## src/rtl/ctmr_pkg.sv

```systemverilog
package ctmr_pkg;
  typedef enum logic {
    CHAIN_OFF = 1'b0,
    CHAIN_ON  = 1'b1
  } chain_mode_e;

  localparam int unsigned NUM_UNITS = 2;
  localparam int unsigned IDX_LO    = 0;
  localparam int unsigned IDX_HI    = 1;
endpackage

```

## src/rtl/ctmr_byte_cnt.sv

```systemverilog
module ctmr_byte_cnt #(
  parameter int unsigned W = 8
) (
  input  logic         clk,
  input  logic         rst_n,
  input  logic         inc_i,
  input  logic         ld_i,
  input  logic [W-1:0] ld_val_i,
  output logic [W-1:0] val_o,
  output logic         full_o,
  output logic         wrap_o
);
  localparam logic [W-1:0] ALL_ONES = '1;

  logic [W-1:0] val_q;
  logic         wrap_q;

  assign full_o = (val_q == ALL_ONES);
  assign val_o  = val_q;
  assign wrap_o = wrap_q;

  // load wins over increment; wrap pulse registered with the count
  always_ff @(posedge clk or negedge rst_n) begin
    if (!rst_n) begin
      val_q  <= '0;
      wrap_q <= 1'b0;
    end else begin
      wrap_q <= inc_i && !ld_i && full_o;
      if (ld_i)       val_q <= ld_val_i;
      else if (inc_i) val_q <= val_q + 1'b1;
    end
  end
endmodule

```

## src/rtl/ctmr_step_gate.sv

```systemverilog
module ctmr_step_gate
  import ctmr_pkg::*;
(
  input  chain_mode_e mode_i,
  input  logic        tick_i,
  input  logic        run_lo_i,
  input  logic        run_hi_i,
  input  logic        ld_lo_i,
  input  logic        lo_full_i,
  output logic        inc_lo_o,
  output logic        inc_hi_o
);
  logic carry;

  always_comb begin
    inc_lo_o = tick_i && run_lo_i && !ld_lo_i;
    carry    = inc_lo_o && lo_full_i;
    unique case (mode_i)
      CHAIN_ON:  inc_hi_o = carry && run_hi_i;
      default:   inc_hi_o = tick_i && run_hi_i;
    endcase
  end
endmodule

```

## src/rtl/cascade_timer.sv

```systemverilog
module cascade_timer
  import ctmr_pkg::*;
#(
  parameter int unsigned BYTE_W = 8
) (
  input  logic              clk,
  input  logic              rst_n,
  input  logic              tick,
  input  logic              join16,
  input  logic              run_lo,
  input  logic              run_hi,
  input  logic              wr_lo_en,
  input  logic [BYTE_W-1:0] wr_lo_data,
  input  logic              wr_hi_en,
  input  logic [BYTE_W-1:0] wr_hi_data,
  output logic [BYTE_W-1:0] cnt_lo,
  output logic [BYTE_W-1:0] cnt_hi,
  output logic              wrap_lo,
  output logic              wrap_hi
);
  logic [NUM_UNITS-1:0] inc_v;
  logic [NUM_UNITS-1:0] ld_v;
  logic [NUM_UNITS-1:0] full_v;
  logic [NUM_UNITS-1:0] wrap_v;
  logic [BYTE_W-1:0]    ld_val_a [NUM_UNITS];
  logic [BYTE_W-1:0]    val_a    [NUM_UNITS];
  logic                 inc_lo_w;
  logic                 inc_hi_w;

  assign ld_v[IDX_LO]     = wr_lo_en;
  assign ld_v[IDX_HI]     = wr_hi_en;
  assign ld_val_a[IDX_LO] = wr_lo_data;
  assign ld_val_a[IDX_HI] = wr_hi_data;
  assign inc_v[IDX_LO]    = inc_lo_w;
  assign inc_v[IDX_HI]    = inc_hi_w;

  ctmr_step_gate u_gate (
    .mode_i    (chain_mode_e'(join16)),
    .tick_i    (tick),
    .run_lo_i  (run_lo),
    .run_hi_i  (run_hi),
    .ld_lo_i   (wr_lo_en),
    .lo_full_i (full_v[IDX_LO]),
    .inc_lo_o  (inc_lo_w),
    .inc_hi_o  (inc_hi_w)
  );

  for (genvar g = 0; g < NUM_UNITS; g++) begin : g_unit
    ctmr_byte_cnt #(.W(BYTE_W)) u_cnt (
      .clk      (clk),
      .rst_n    (rst_n),
      .inc_i    (inc_v[g]),
      .ld_i     (ld_v[g]),
      .ld_val_i (ld_val_a[g]),
      .val_o    (val_a[g]),
      .full_o   (full_v[g]),
      .wrap_o   (wrap_v[g])
    );
  end

  assign cnt_lo  = val_a[IDX_LO];
  assign cnt_hi  = val_a[IDX_HI];
  assign wrap_lo = wrap_v[IDX_LO];
  assign wrap_hi = wrap_v[IDX_HI];
endmodule

```

## config.mk

```make
export PLATFORM = sky130hd
export DESIGN_NAME = cascade_timer
export DESIGN_NICKNAME = d
export VERILOG_FILES = /design/src/rtl/ctmr_pkg.sv /design/src/rtl/ctmr_byte_cnt.sv /design/src/rtl/ctmr_step_gate.sv /design/src/rtl/cascade_timer.sv
export SDC_FILE = /design/constraint.sdc
export NUM_CORES = 1
export LEC_CHECK = 0
export BUFFER_PORTS_ARGS = -buffer_cell sky130_fd_sc_hd__buf_2
export CAP_MARGIN = 10
export CORE_UTILIZATION = 44
export DETAILED_ROUTE_END_ITERATION = 8
export GPL_ROUTABILITY_DRIVEN = 1
export GPL_TIMING_DRIVEN = 0
export HOLD_SLACK_MARGIN = 0.05
export PLACE_DENSITY_LB_ADDON = 0.05
export SETUP_SLACK_MARGIN = 0.3
export SLEW_MARGIN = 15
export SYNTH_ARGS = -nofsm -noshare
export SYNTH_HDL_FRONTEND = slang
export SYNTH_HIERARCHICAL = 1
export SYNTH_SLANG_ARGS = --single-unit
```

## constraint.sdc

```tcl
create_clock -name clk -period 2.5 [get_ports clk]
set_input_delay 0.5 -clock clk [delete_from_list [all_inputs] [get_ports clk]]
set_output_delay 0.5 -clock clk [all_outputs]
set_load 0.01 [all_outputs]
```

== Word level (Yosys, flattened, before mapping) ==
Cells that the tools add are included.

* Register bits: 18
* Input port bits: 24
* Output and inout bits: 18

* $add $sub $neg: 2
* Eq/ne operators: 2
* Multiplexer cells: 5
* Reductions and logical operators: 13

{| class="wikitable"
|+ Operators with widths
! kind !! number
|-
| 8-bit two-way mux || 4
|-
| 8-bit by 1-bit adder with 8-bit output, second input constant || 2
|-
| 8-bit equality test, second input constant || 2
|-
| 1-bit logical AND || 9
|-
| 2-bit nonzero test || 2
|-
| 1-bit zero test || 2
|-
| 1-bit two-way mux || 1
|}

== Logic depth before layout (Yosys ltp) ==
Gate-level depths: netlist of run 1.

* Depth after elaboration: 7
* Depth in mapped cells: 9
* Mapped depth without buffers: 8

== Cells and area by module ==
The synthesis of run 1 kept the hierarchy.

{| class="wikitable"
|+ Modules (own cells, without submodules)
! module !! instances !! cells an instance !! area an instance (µm²) !! seq. area each (µm²)
|-
| ctmr_byte_cnt || 2 || 53 || 490.5 || 225.2
|-
| ctmr_step_gate || 1 || 4 || 26.3 || 0.0
|}

== Worst setup path after synthesis of run 1 ==
OpenSTA, ideal clock, no wires.

* Kind: flip-flop to flip-flop
* Start point: register g_unit[0].u_cnt.val_q[0]
* End point: register g_unit[1].u_cnt.val_q[7]
* Setup time: 0.069 ns
* Arrival: 1.776 ns
* Required time: 2.431 ns
* Path slack: 0.655 ns
* Stages on the path, launching flop included: 10
* Period minus slack after synthesis: 1.845 ns
* Cell sequence: dfrtp_1 -> ha_1 -> nand3_1 -> nor2_1 -> nand3b_1 -> a21oi_1 -> buf_4 -> nand4_1 -> or4_1 -> nand3_1

* Cells in the longest elaborated chain, start to end: 5

{| class="wikitable"
|+ Ends and longest elaborated chain
! element !! RTL line !! text
|-
| start, declared || ctmr_byte_cnt.sv:15 || <nowiki>logic [W-1:0] val_q;</nowiki>
|-
| start signal, assigned || ctmr_byte_cnt.sv:29 || <nowiki>if (ld_i) val_q <= ld_val_i;</nowiki>
|-
| start signal, assigned || ctmr_byte_cnt.sv:30 || <nowiki>else if (inc_i) val_q <= val_q + 1'b1;</nowiki>
|-
| 8-bit equality test || ctmr_byte_cnt.sv:18 || <nowiki>assign full_o = (val_q == ALL_ONES);</nowiki>
|-
| named net full_v[0] || cascade_timer.sv:23 || <nowiki>logic [NUM_UNITS-1:0] full_v;</nowiki>
|-
| 1-bit logical AND || ctmr_step_gate.sv:17 || <nowiki>carry = inc_lo_o && lo_full_i;</nowiki>
|-
| 1-bit logical AND || ctmr_step_gate.sv:19 || <nowiki>CHAIN_ON: inc_hi_o = carry && run_hi_i;</nowiki>
|-
| 1-bit two-way mux || ctmr_step_gate.sv:18 || <nowiki>unique case (mode_i)</nowiki>
|-
| named net inc_hi_w || cascade_timer.sv:28 || <nowiki>logic inc_hi_w;</nowiki>
|-
| 2-bit nonzero test (no source line) || -- ||
|-
| end signal, assigned || ctmr_byte_cnt.sv:29 ||
|-
| end signal, assigned || ctmr_byte_cnt.sv:30 ||
|-
| end, declared || ctmr_byte_cnt.sv:15 ||
|}

The timed path passes the listed nets, and every way through them passes these cells.
A chain may end at the register's enable or synchronous reset.

== Final worst setup path of run 1 ==
Ends and elaborated chain as after synthesis.

==> metrics.md, run 1 <==
| Metric | Value |
|---|---|
| Placed wire-length estimate | 1.74 mm |
| Worst path buffer plus inverter count | 1 |
| Clock Tree Root | clkbuf_4 |
| First-pass iteration count of the detailed router | 4 |
| Max H-tree Level | 1 |
| Worst path cell trace | ha_1 -> nand3_1 -> nor2_1 -> nand3b_1 -> a21oi_1 -> buf_4 -> nand4_1 -> or4_1 -> nand3_1 |
| Worst VDD drop | between 300 and 400 uV |
| FILL cells | between 150 and 200 |
| Critical Path Slowest Stage Cell | dfrtp_1 |
| Crit Path Class | reg -> reg |
| Register area share after synthesis | roughly 45% |
| Die height | around 50 um |
| Total of warnings raised by yosys | 6 |
| Synth top area share | 44.7% |
| Setup Buffers After CTS | 0 |
| First-pass GRT wire length | ~4 mm |
| CP Capture Type | flip-flop |
| Mapped Cells | 110 |
| Area Overhead vs Synth | 26.0% |
| Top post-synthesis cells by area | dfrtp_1, o21ai_0, nand2_1 |
| Max-slew violation count | 0 |
| Post-Syn Area | a little over 1000 um2 |
| Gr usage total | 20.5% |
| Worst Tran Pin Value | a little over 400 ps |
| CP max stage delay | roughly 480 ps |
| RSZ-0062 raised after global routing | false |
| Post-DR wirelength/cell | ~13 um |
| Final Wtd Congestion | around 0.79 |
| Hold_buf cts | 0 |
| CTS tree | done |
| Required @ worst endpoint | 2730 ps |
| Post_cts resized | 0 |
| NumNets Final | approximately 180 |
| Family with the most delay on the worst path | simple AND/OR/NAND/NOR gates |
| Setup slack after layout | approximately 480 ps |
| Clk_skew | ~0.75 ps |
| Pre-CTS setup slack | between 500 and 600 ps |
| Netlist cell types | 19 |
| IO Port Bufs | 41 |
| Ant diodes | 0 |
| Register area | about 450 um2 |
| Fmax | a little under 500 MHz |
| Clk pin slew, worst setup/hold paths | ~100 ps |
| Vias per Instance | between 5 and 6 |
| # setup viols final | 0 |
| Power Dens Cells | between 400 and 500 nW/um2 |
| Placeable Area | slightly above 2000 um2 |
| Final ANT Viol Nets | 0 |
| Hold Fails Final Rpt | 0 |
| CP arrival | approximately 2300 ps |
| Hold Crit Class | in -> async |
| Status | finished clean |
| IO Count | 42 |
| Critical Path Fanout Max | 8 |
| Final Util | 61.5% |
| Max cap viols | 0 |
| Initial Util | between 40% and 50% |
| Initial antenna violation count | 0 |
| Largest net degree at the start of global routing | 19 |
| Commonest cells after routing, fill and taps aside | buf_2, nand2_1, dfrtp_1 |
| Via Count | 972 |
| Final period utilization | 80.8% |
| Synthesized netlist net count | approximately 140 |
| Post-synthesis register bit count | 18 |
| Sink Count | 18 |
| Clk_lat worst skew | approximately 280 ps |
| CP most frequent cell | nand3_1 |
| Area of the multi-input gates | ~520 um2 |
| CTS Buf Count | 3 |
| Leakage power | 0.608 nW |
| Max Root-Sink Buffers | 2 |
| WL final | around 2.3 mm |
| Total congestion overflow | 0 |
| Cell taking the most area after synthesis | dfrtp_1 |
| Syn avg cell area | approximately 9.2 um2 |
| Slew HR | between 70 and 80% |
| Share of layout cells above drive strength 1 | around a third |
| Initial DRC count | 21 |
| Site Rows | 16 |
| Vias in the first global route | about 870 |
| Die width | 49.8 um |
| Worst setup SP type | flip-flop |
| Die ar. | 2480 um2 |
| Residual DRC | 0 |
| Total negative setup slack | 0 ps |
| Final min period | between 2000 and 2500 ps |
| Most common cell after layout, fill and taps aside | buf_2 |
-- metrics by stage --
step,power (mW),hold slack (ps),cells,area (um2)
3_3_place_gp,0.485,458,178,1250
2_1_floorplan,0.422,204,110,1010
3_5_place_dp,0.490,455,178,1250
4_1_cts,0.634,134,181,1270
5_1_grt,0.662,143,181,1270
6_report,0.627,128,181,1270
-- synth_stat cells --
| cell type | count |
|---|---|
| o21ai_0 | 16 |
| a21oi_1 | 1 |
| or4_1 | 6 |
| nand2_1 | 19 |
| and3b_2 | 1 |
| nand3_1 | 12 |
| ha_1 | 2 |
| dfrtp_1 | 18 |
| nand4_2 | 2 |
| nor2_1 | 2 |
| nor2b_1 | 6 |
| xnor2_1 | 2 |
| xor2_1 | 6 |
| buf_4 | 4 |
| nand4_1 | 6 |
| nand3b_1 | 1 |
| and3b_1 | 2 |
| clkbuf_1 | 2 |
| mux2i_1 | 2 |
-- sequential cells by signal (all words and copies together) (netlist names) --
signal               flops
g_unit.u_cnt/wrap_o      2
g_unit.u_cnt/val_o      16
-- cell families after synthesis --
| logic type | synth area share, % |
|---|---|
| simple gates | 31.7 |
| xor+xnor | 6.96 |
| fa+ha+maj | 2.48 |
| mux | 1.99 |
| flops | 44.7 |
| buf+inv | 3.73 |
| compound gates | 8.45 |
-- final timing paths --
path                            slack [ps]  cells past startpoint                      from                       end
worst min-delay path                   130                      1                     rst_n  g_unit[0].u_cnt/val_o[5]
worst max register to register         480                      9  g_unit[0].u_cnt/val_o[0]  g_unit[1].u_cnt/val_o[7]
worst min register to register         610                      2  g_unit[1].u_cnt/val_o[7]  g_unit[1].u_cnt/val_o[7]
worst max-delay path                   480                      9  g_unit[0].u_cnt/val_o[0]  g_unit[1].u_cnt/val_o[7]
max in group asynchronous             2090                      1                     rst_n  g_unit[1].u_cnt/val_o[4]
min in group clk                       410                      3             wr_lo_data[0]  g_unit[0].u_cnt/val_o[0]
-- layer usage --
metal | GRT usage [%] | wire (um) | vias up
li1 | - | - | 484
met1 | 29.2 | 1150 | 454
met2 | 31.5 | 1060 | 34
met3 | 4.63 | 130 | 0
met4 | 4.76 | 0 | 0
met5 | 0 | 0 | -
-- where the power goes --
group | leakage [nW] | switching (mW) | total [mW] | internal [mW]
logic | 0.372 | 0.0677 | 0.130 | 0.0625
registers | 0.222 | 0.0384 | 0.354 | 0.316
clock network | 0.0138 | 0.0870 | 0.143 | 0.0559
total | 0.608 | 0.193 | 0.627 | 0.434
-- cell type report --
| type | instances | share of cell area, % |
|---|---|---|
| buffer | 6 | 2.96 |
| timing repair buffer | 41 | 16.2 |
| sequential | 18 | 35.5 |
| multi-input combinational | 86 | 40.9 |
| tap | 27 | 2.66 |
| clock buffer | 3 | 1.78 |
(Power assumes the default switching activity.)
==> inputs of run 2 (changes only) <==
- CORE_UTILIZATION: 44 -> 42
- clock period: 2.5 -> 1.8 ns (I/O delays scaled with it)
==> run 2 against run 1 <==
Net effect:
- core utilization is 3.5 points higher
- worst setup slack worse by 470 ps
- design area is 14% higher
- first-iteration DRC count is 29% lower
- routed wire length is 10% higher
- total power is 58% higher
- fmax is 13% higher
- clock power is 85% higher
- cell count is 8.3% higher
- sequential power is 38% higher
- highest routed layer is now met4
==> metrics.md, run 2 (synthesis results as in run 1) <==
| Metric | Value |
|---|---|
| Status | finished clean (unchanged) |
| First-pass GRT wire length | 4.05 mm (was 3.89 mm) |
| Final Util | 65.0% (was 61.5%) |
| Worst setup SP type | flip-flop (unchanged) |
| Slew HR | 72.1% (was 72.7%) |
| Final min period | 1790 ps (was 2020 ps) |
| Worst Tran Pin Value | 418 ps (was 410 ps) |
| Crit Path Class | reg -> reg (unchanged) |
| Total negative setup slack | 0 ps (unchanged) |
| Ant diodes | 0 (unchanged) |
| Final period utilization | 99.6% (was 80.8%) |
| Die width | 51.0 um (was 49.8 um) |
| Max-slew violation count | 0 (unchanged) |
| IO Port Bufs | 41 (unchanged) |
| Vias per Instance | 5.23 (was 5.37) |
| Clk pin slew, worst setup/hold paths | 120 ps (was 100 ps) |
| Post-DR wirelength/cell | 13.1 um (was 12.9 um) |
| Max H-tree Level | 1 (unchanged) |
| Worst VDD drop | 444 uV (was 342 uV) |
| Switching share of power | 30.7% (was 30.8%) |
| Leakage power | 0.688 nW (was 0.608 nW) |
| First-pass iteration count of the detailed router | 4 (unchanged) |
| Clk_lat worst skew | 300 ps (was 280 ps) |
| NetSw | 304 uW (was 193 uW) |
| Vias in the first global route | 931 (was 868) |
| P_int | 686 uW (was 434 uW) |
| Max cap viols | 0 (unchanged) |
| Clock Tree Root | clkbuf_4 (unchanged) |
| WL final | 2.57 mm (was 2.33 mm) |
| CTS Buf Count | 3 (unchanged) |
| Die ar. | 2600 um2 (was 2480 um2) |
| Flop pwr share | 49.3% (was 56.5%) |
| Largest register FFs | 16 (unchanged) |
| Hold Fails Final Rpt | 0 (unchanged) |
| Clock power share | 26.7% (was 22.8%) |
| Share of layout cells above drive strength 1 | 45.2% (was 33.1%) |
| Comb power frac | 24.0% (was 20.8%) |
| Hold Crit Class | in -> reg (was in -> async) |
| Final ANT Viol Nets | 0 (unchanged) |
| Site Rows | 17 (was 16) |
| # setup viols final | 0 (unchanged) |
| CTS tree | done (unchanged) |
| Most common cell after layout, fill and taps aside | buf_2 (unchanged) |
| CP Capture Type | flip-flop (unchanged) |
| Initial antenna violation count | 0 (unchanged) |
| Required @ worst endpoint | 2040 ps (was 2730 ps) |
| Cell Count, Final, Fillers Out | 196 (was 181) |
| Placed Cells | 179 (was 178) |
| Largest net degree at the start of global routing | 19 (unchanged) |
| Dpl cell area | 1270 um2 (was 1250 um2) |
| Fmax | 558 MHz (was 495 MHz) |
| Hold slack | 256 ps (was 128 ps) |
| NumNets Final | 195 (was 182) |
| Placed wire-length estimate | 1.75 mm (was 1.74 mm) |
| Power Dens Cells | 682 nW/um2 (was 494 nW/um2) |
| RSZ-0062 raised after global routing | true (was false) |
| Sink Count | 18 (unchanged) |
| Area Overhead vs Synth | 44.1% (was 26.0%) |
| Initial DRC count | 15 (was 21) |
| Commonest cells after routing, fill and taps aside | buf_2, nand2_1, dfrtp_1 (unchanged) |
| Finished layout cell area | 1450 um2 (was 1270 um2) |
| CP arrival | 2040 ps (was 2250 ps) |
| Via Count | 1,025 (was 972) |
| Total congestion overflow | 0 (unchanged) |
| Initial Util | 45.1% (was 48.8%) |
| Max Root-Sink Buffers | 2 (unchanged) |
| IO Count | 42 (unchanged) |
| Critical Path Fanout Max | 5 (was 8) |
| Placeable Area | 2230 um2 (was 2060 um2) |
| Die height | 51.0 um (was 49.8 um) |
| Gr usage total | 21.3% (was 20.5%) |
| Residual DRC | 0 (unchanged) |
| Final Wtd Congestion | 0.796 (was 0.794) |
| Clk_skew | 7.01 ps (was 0.751 ps) |
run 2: final cells by class:
type / count / area (um2)
multi-input cells: 86 / 571
well taps: 28 / 35.0
plain buffers: 6 / 41.3
repair buffers: 54 / 313
flip-flops and latches: 18 / 455
clock buffers: 4 / 36.3
fillers: 201 / 782
run 2: stage by stage:
step	total power, mW	worst slack, ps
finish	0.990	7.62
global route	1.05	-93.7
CTS	0.988	-6.51
detailed placement	0.687	-92.9
global placement	0.682	-87.0
floorplan	0.594	52.8
run 2: final timing paths:
check,startpoint,endpoint,slack [ps],depth (start not counted)
worst max register to register,g_unit[0].u_cnt/val_o[0],g_unit[1].u_cnt/val_o[7],8,9
worst max-delay path,g_unit[0].u_cnt/val_o[0],g_unit[1].u_cnt/val_o[7],8,9
worst min-delay path,wr_lo_data[0],g_unit[0].u_cnt/val_o[0],260,3
worst min register to register,g_unit[1].u_cnt/val_o[5],g_unit[1].u_cnt/val_o[5],620,2
max in group asynchronous,rst_n,g_unit[0].u_cnt/val_o[1],990,2
min in group asynchronous,rst_n,g_unit[0].u_cnt/val_o[7],500,2
run 2: what timing repair did:
| action | CTS | global route |
|---|---|---|
| setup buffers | 8 | 4 |
| pin swaps | 5 | 2 |
| hold endpoints to repair | 18 | 0 |
| endpoints found under the setup margin | 9 | 8 |
| resized for setup | 8 | 6 |
| hold buffers | 1 | 0 |
run 2: power by group through the flow:
stage / Combinational [mW] / Clock [mW] / Sequential (mW)
finish: 0.238 / 0.264 / 0.488
global route: 0.264 / 0.288 / 0.495
CTS: 0.226 / 0.277 / 0.486
detailed placement: 0.187 / 0 / 0.501
global placement: 0.182 / 0 / 0.499
floorplan: 0.0837 / 0 / 0.510
run 2: worst max-delay path: stages, from the launching register on:
cell	delay, ps
dfrtp_2	410
ha_4	140
nand3_2	70
nor2_2	100
nand3b_1	100
a21oi_2	150
buf_6	140
nand4_1	110
or4_1	410
nand3_1	100
run 2: per-layer routing:
layer	share of wire, %	vias to the layer above	wire length (um)	global-route usage, %
met5	0	-	0	0
met4	0.89	0	23	8.33
met3	4.2	4	108	3.57
met2	47	31	1210	32.2
met1	48	480	1230	30.1
li1	-	510	-	-
==> inputs of run 3 (changes only) <==
- CORE_UTILIZATION: 42 -> 44
- PLACE_DENSITY: default -> 0.81
- PLACE_DENSITY_LB_ADDON: 0.05 -> default
- clock period: 1.8 -> 1.65 ns (I/O delays scaled with it)
==> run 3 against run 2 <==
Net effect:
- sequential power up 9.8%
- sequential share of layout area about the same
- routed wire length up 9.6%
- critical endpoint unchanged
- clock skew down 4.4 ps
- the run now ends with setup timing left
==> metrics.md, run 3 (synthesis results as in run 1) <==
| Metric | Value |
|---|---|
| Stages on the worst setup path | 9 (unchanged) |
| Worst setup SP type | flip-flop (unchanged) |
| Final ANT Viol Nets | 0 (unchanged) |
| Clk pin slew, worst setup/hold paths | 100 ps (was 120 ps) |
| Leakage power | 0.674 nW (was 0.688 nW) |
| Max H-tree Level | 1 (unchanged) |
| First-pass GRT wire length | 4.46 mm (was 4.05 mm) |
| Post-DR wirelength/cell | 14.7 um (was 13.1 um) |
| Final min period | 1790 ps (about the same) |
| Final Wtd Congestion | 0.800 (was 0.796) |
| CP arrival | 2020 ps (was 2040 ps) |
| Comb power frac | 26.4% (was 24.0%) |
| Placeable Area | 2060 um2 (was 2230 um2) |
| CP max stage delay | 420 ps (was 410 ps) |
| Die width | 49.8 um (was 51.0 um) |
| Largest net degree at the start of global routing | 19 (unchanged) |
| Most common cell after layout, fill and taps aside | buf_2 (unchanged) |
| CP Capture Type | flip-flop (unchanged) |
| Largest register FFs | 16 (unchanged) |
| First-pass iteration count of the detailed router | 4 (unchanged) |
| IO Count | 42 (unchanged) |
| Worst R2R Path Depth | 9 (unchanged) |
| Setup slack after layout | -139 ps (was 7.62 ps) |
| Vias per Instance | 5.52 (was 5.23) |
| Area Overhead vs Synth | 43.7% (was 44.1%) |
| Hold Crit Class | in -> reg (unchanged) |
| Gr usage total | 23.2% (was 21.3%) |
| Clk_skew | 2.58 ps (was 7.01 ps) |
| Family with the most delay on the worst path | simple AND/OR/NAND/NOR gates (unchanged) |
| Max cap viols | 0 (unchanged) |
| Clock power share | 24.4% (was 26.7%) |
| NetSw | 323 uW (was 304 uW) |
| Final period utilization | 108% (was 99.6%) |
| Critical Path Slowest Stage Cell | or4_1 (was dfrtp_2) |
| # setup viols final | 5 (was 0) |
| Crit Path Class | reg -> reg (unchanged) |
| CTS tree | done (unchanged) |
| FILL cells | 152 (was 201) |
| Status | finished with violations (was finished clean) |
| Initial Util | 48.8% (was 45.1%) |
| Share of layout cells above drive strength 1 | 41.8% (was 45.2%) |
| Final Util | 70.2% (was 65.0%) |
| Initial DRC count | 20 (was 15) |
| NumNets Final | 192 (was 195) |
| Worst path cell trace | ha_4 -> nand3_2 -> nor2_2 -> nand3b_1 -> a21oi_2 -> buf_4 -> nand4_1 -> or4_1 -> nand3_1 (was ha_4 -> nand3_2 -> nor2_2 -> nand3b_1 -> a21oi_2 -> buf_6 -> nand4_1 -> or4_1 -> nand3_1) |
| Die ar. | 2480 um2 (was 2600 um2) |
| Ant diodes | 0 (unchanged) |
| Clock Tree Root | clkbuf_4 (unchanged) |
| Register area | 454 um2 (was 455 um2) |
| Fmax | 559 MHz (was 558 MHz) |
| RSZ-0062 raised after global routing | true (unchanged) |
| Via Count | 1,059 (was 1,025) |
| Required @ worst endpoint | 1880 ps (was 2040 ps) |
| Vias in the first global route | 1,010 (was 931) |
| Power Dens Cells | 751 nW/um2 (was 682 nW/um2) |
| Failing checks | setup timing |
| P_int | 764 uW (was 686 uW) |
| Die height | 49.8 um (was 51.0 um) |
| Worst VDD drop | 620 uV (was 444 uV) |
| IO Port Bufs | 41 (unchanged) |
| Placed wire-length estimate | 1.79 mm (was 1.75 mm) |
| Critical Path Fanout Max | 4 (was 5) |
| Worst Tran Pin Value | 439 ps (was 418 ps) |
| Flop pwr share | 49.3% (about the same) |
| Worst hold path depth | 3 (unchanged) |
| Residual DRC | 0 (unchanged) |
| Max-slew violation count | 0 (unchanged) |
| Commonest cells after routing, fill and taps aside | buf_2, nand2_1, dfrtp_1 (unchanged) |
| Clk_lat worst skew | 280 ps (was 300 ps) |
| Sink Count | 18 (unchanged) |
| WL final | 2.82 mm (was 2.57 mm) |
| Hold Fails Final Rpt | 0 (unchanged) |
| Switching share of power | 29.7% (was 30.7%) |
| CTS Buf Count | 3 (unchanged) |
| PnR Total Power | 1.09 mW (was 990 uW) |
| Area of the multi-input gates | 556 um2 (was 571 um2) |
| Slew HR | 70.7% (was 72.1%) |
| Site Rows | 16 (was 17) |
| Total congestion overflow | 0 (unchanged) |
| Initial antenna violation count | 0 (unchanged) |
| Worst path buffer plus inverter count | 1 (unchanged) |
| Max Root-Sink Buffers | 2 (unchanged) |
==> run 3: changes by cell type in the layout (fill, tap and decap cells not counted) <==
cell	before	now
nand2_2	1	0
buf_2	41	37
xnor2_2	1	0
buf_6	3	10
buf_4	13	7
nand2_1	18	19
nand3_1	10	11
xnor2_1	1	2
dfrtp_2	4	3
dfrtp_1	14	15
nand3_2	2	1
==> run 3: layout make-up <==
type	count	share of cell area, %
multi-input combinational	86	38.4
clock buffer	4	2.51
timing repair buffer	51	22.8
sequential	18	31.4
buffer	6	2.59
tap	27	2.33
==> run 3: final timing paths <==
kind / from / slack [ps] / end
min in group asynchronous: rst_n / 530 / g_unit[0].u_cnt/val_o[3]
max reg2reg: g_unit[0].u_cnt/val_o[0] / -140 / g_unit[1].u_cnt/val_o[7]
min: wr_lo_data[6] / 240 / g_unit[0].u_cnt/val_o[6]
min reg2reg: g_unit[0].u_cnt/val_o[7] / 630 / g_unit[0].u_cnt/val_o[7]
max: g_unit[0].u_cnt/val_o[0] / -140 / g_unit[1].u_cnt/val_o[7]
max in group asynchronous: rst_n / 820 / g_unit[0].u_cnt/val_o[2]
==> run 3: tightest hold or removal path: stages <==
cell     delay, ps
buf_2           70
nand2_1         40
nand3_1         50
==> run 3: power groups by stage <==
stage               sequential (mW)  clock [mW]  combinational (mW)
detailed placement            0.548           0               0.205
global route                  0.542       0.292               0.312
floorplan                     0.556           0              0.0924
finish                        0.536       0.265               0.287
CTS                           0.528       0.280               0.244
global placement              0.544           0               0.199
==> run 3: through the flow <==
step | instance area, um2 | hold WS (ps) | setup TNS, ps | cells | setup slack, ps
5_1_grt | 1450 | 253 | -1020 | 192 | -238
2_1_floorplan | 1030 | 34.4 | -235 | 110 | -97.2
4_1_cts | 1370 | 226 | -468 | 189 | -145
6_report | 1450 | 237 | -439 | 192 | -139
3_5_place_dp | 1270 | 280 | -641 | 178 | -228
3_3_place_gp | 1270 | 279 | -562 | 178 | -209
==> run 3: what timing repair did <==
action | CTS | global route
buffers inserted | 6 | 3
resized for setup | 3 | 13
hold endpoints to repair | 18 | 0
hold buffers | 1 | 0
setup endpoints to repair | 9 | 14
pin swaps | 2 | 4
==> run 3: routing by layer <==
metal | global-route usage, % | vias up | part of all wire, %
met5 | 0 | - | 0
met1 | 29.3 | 496 | 41
met3 | 2.16 | 6 | 5.9
met4 | 8.57 | 0 | 1.6
li1 | - | 502 | -
met2 | 40.8 | 55 | 51
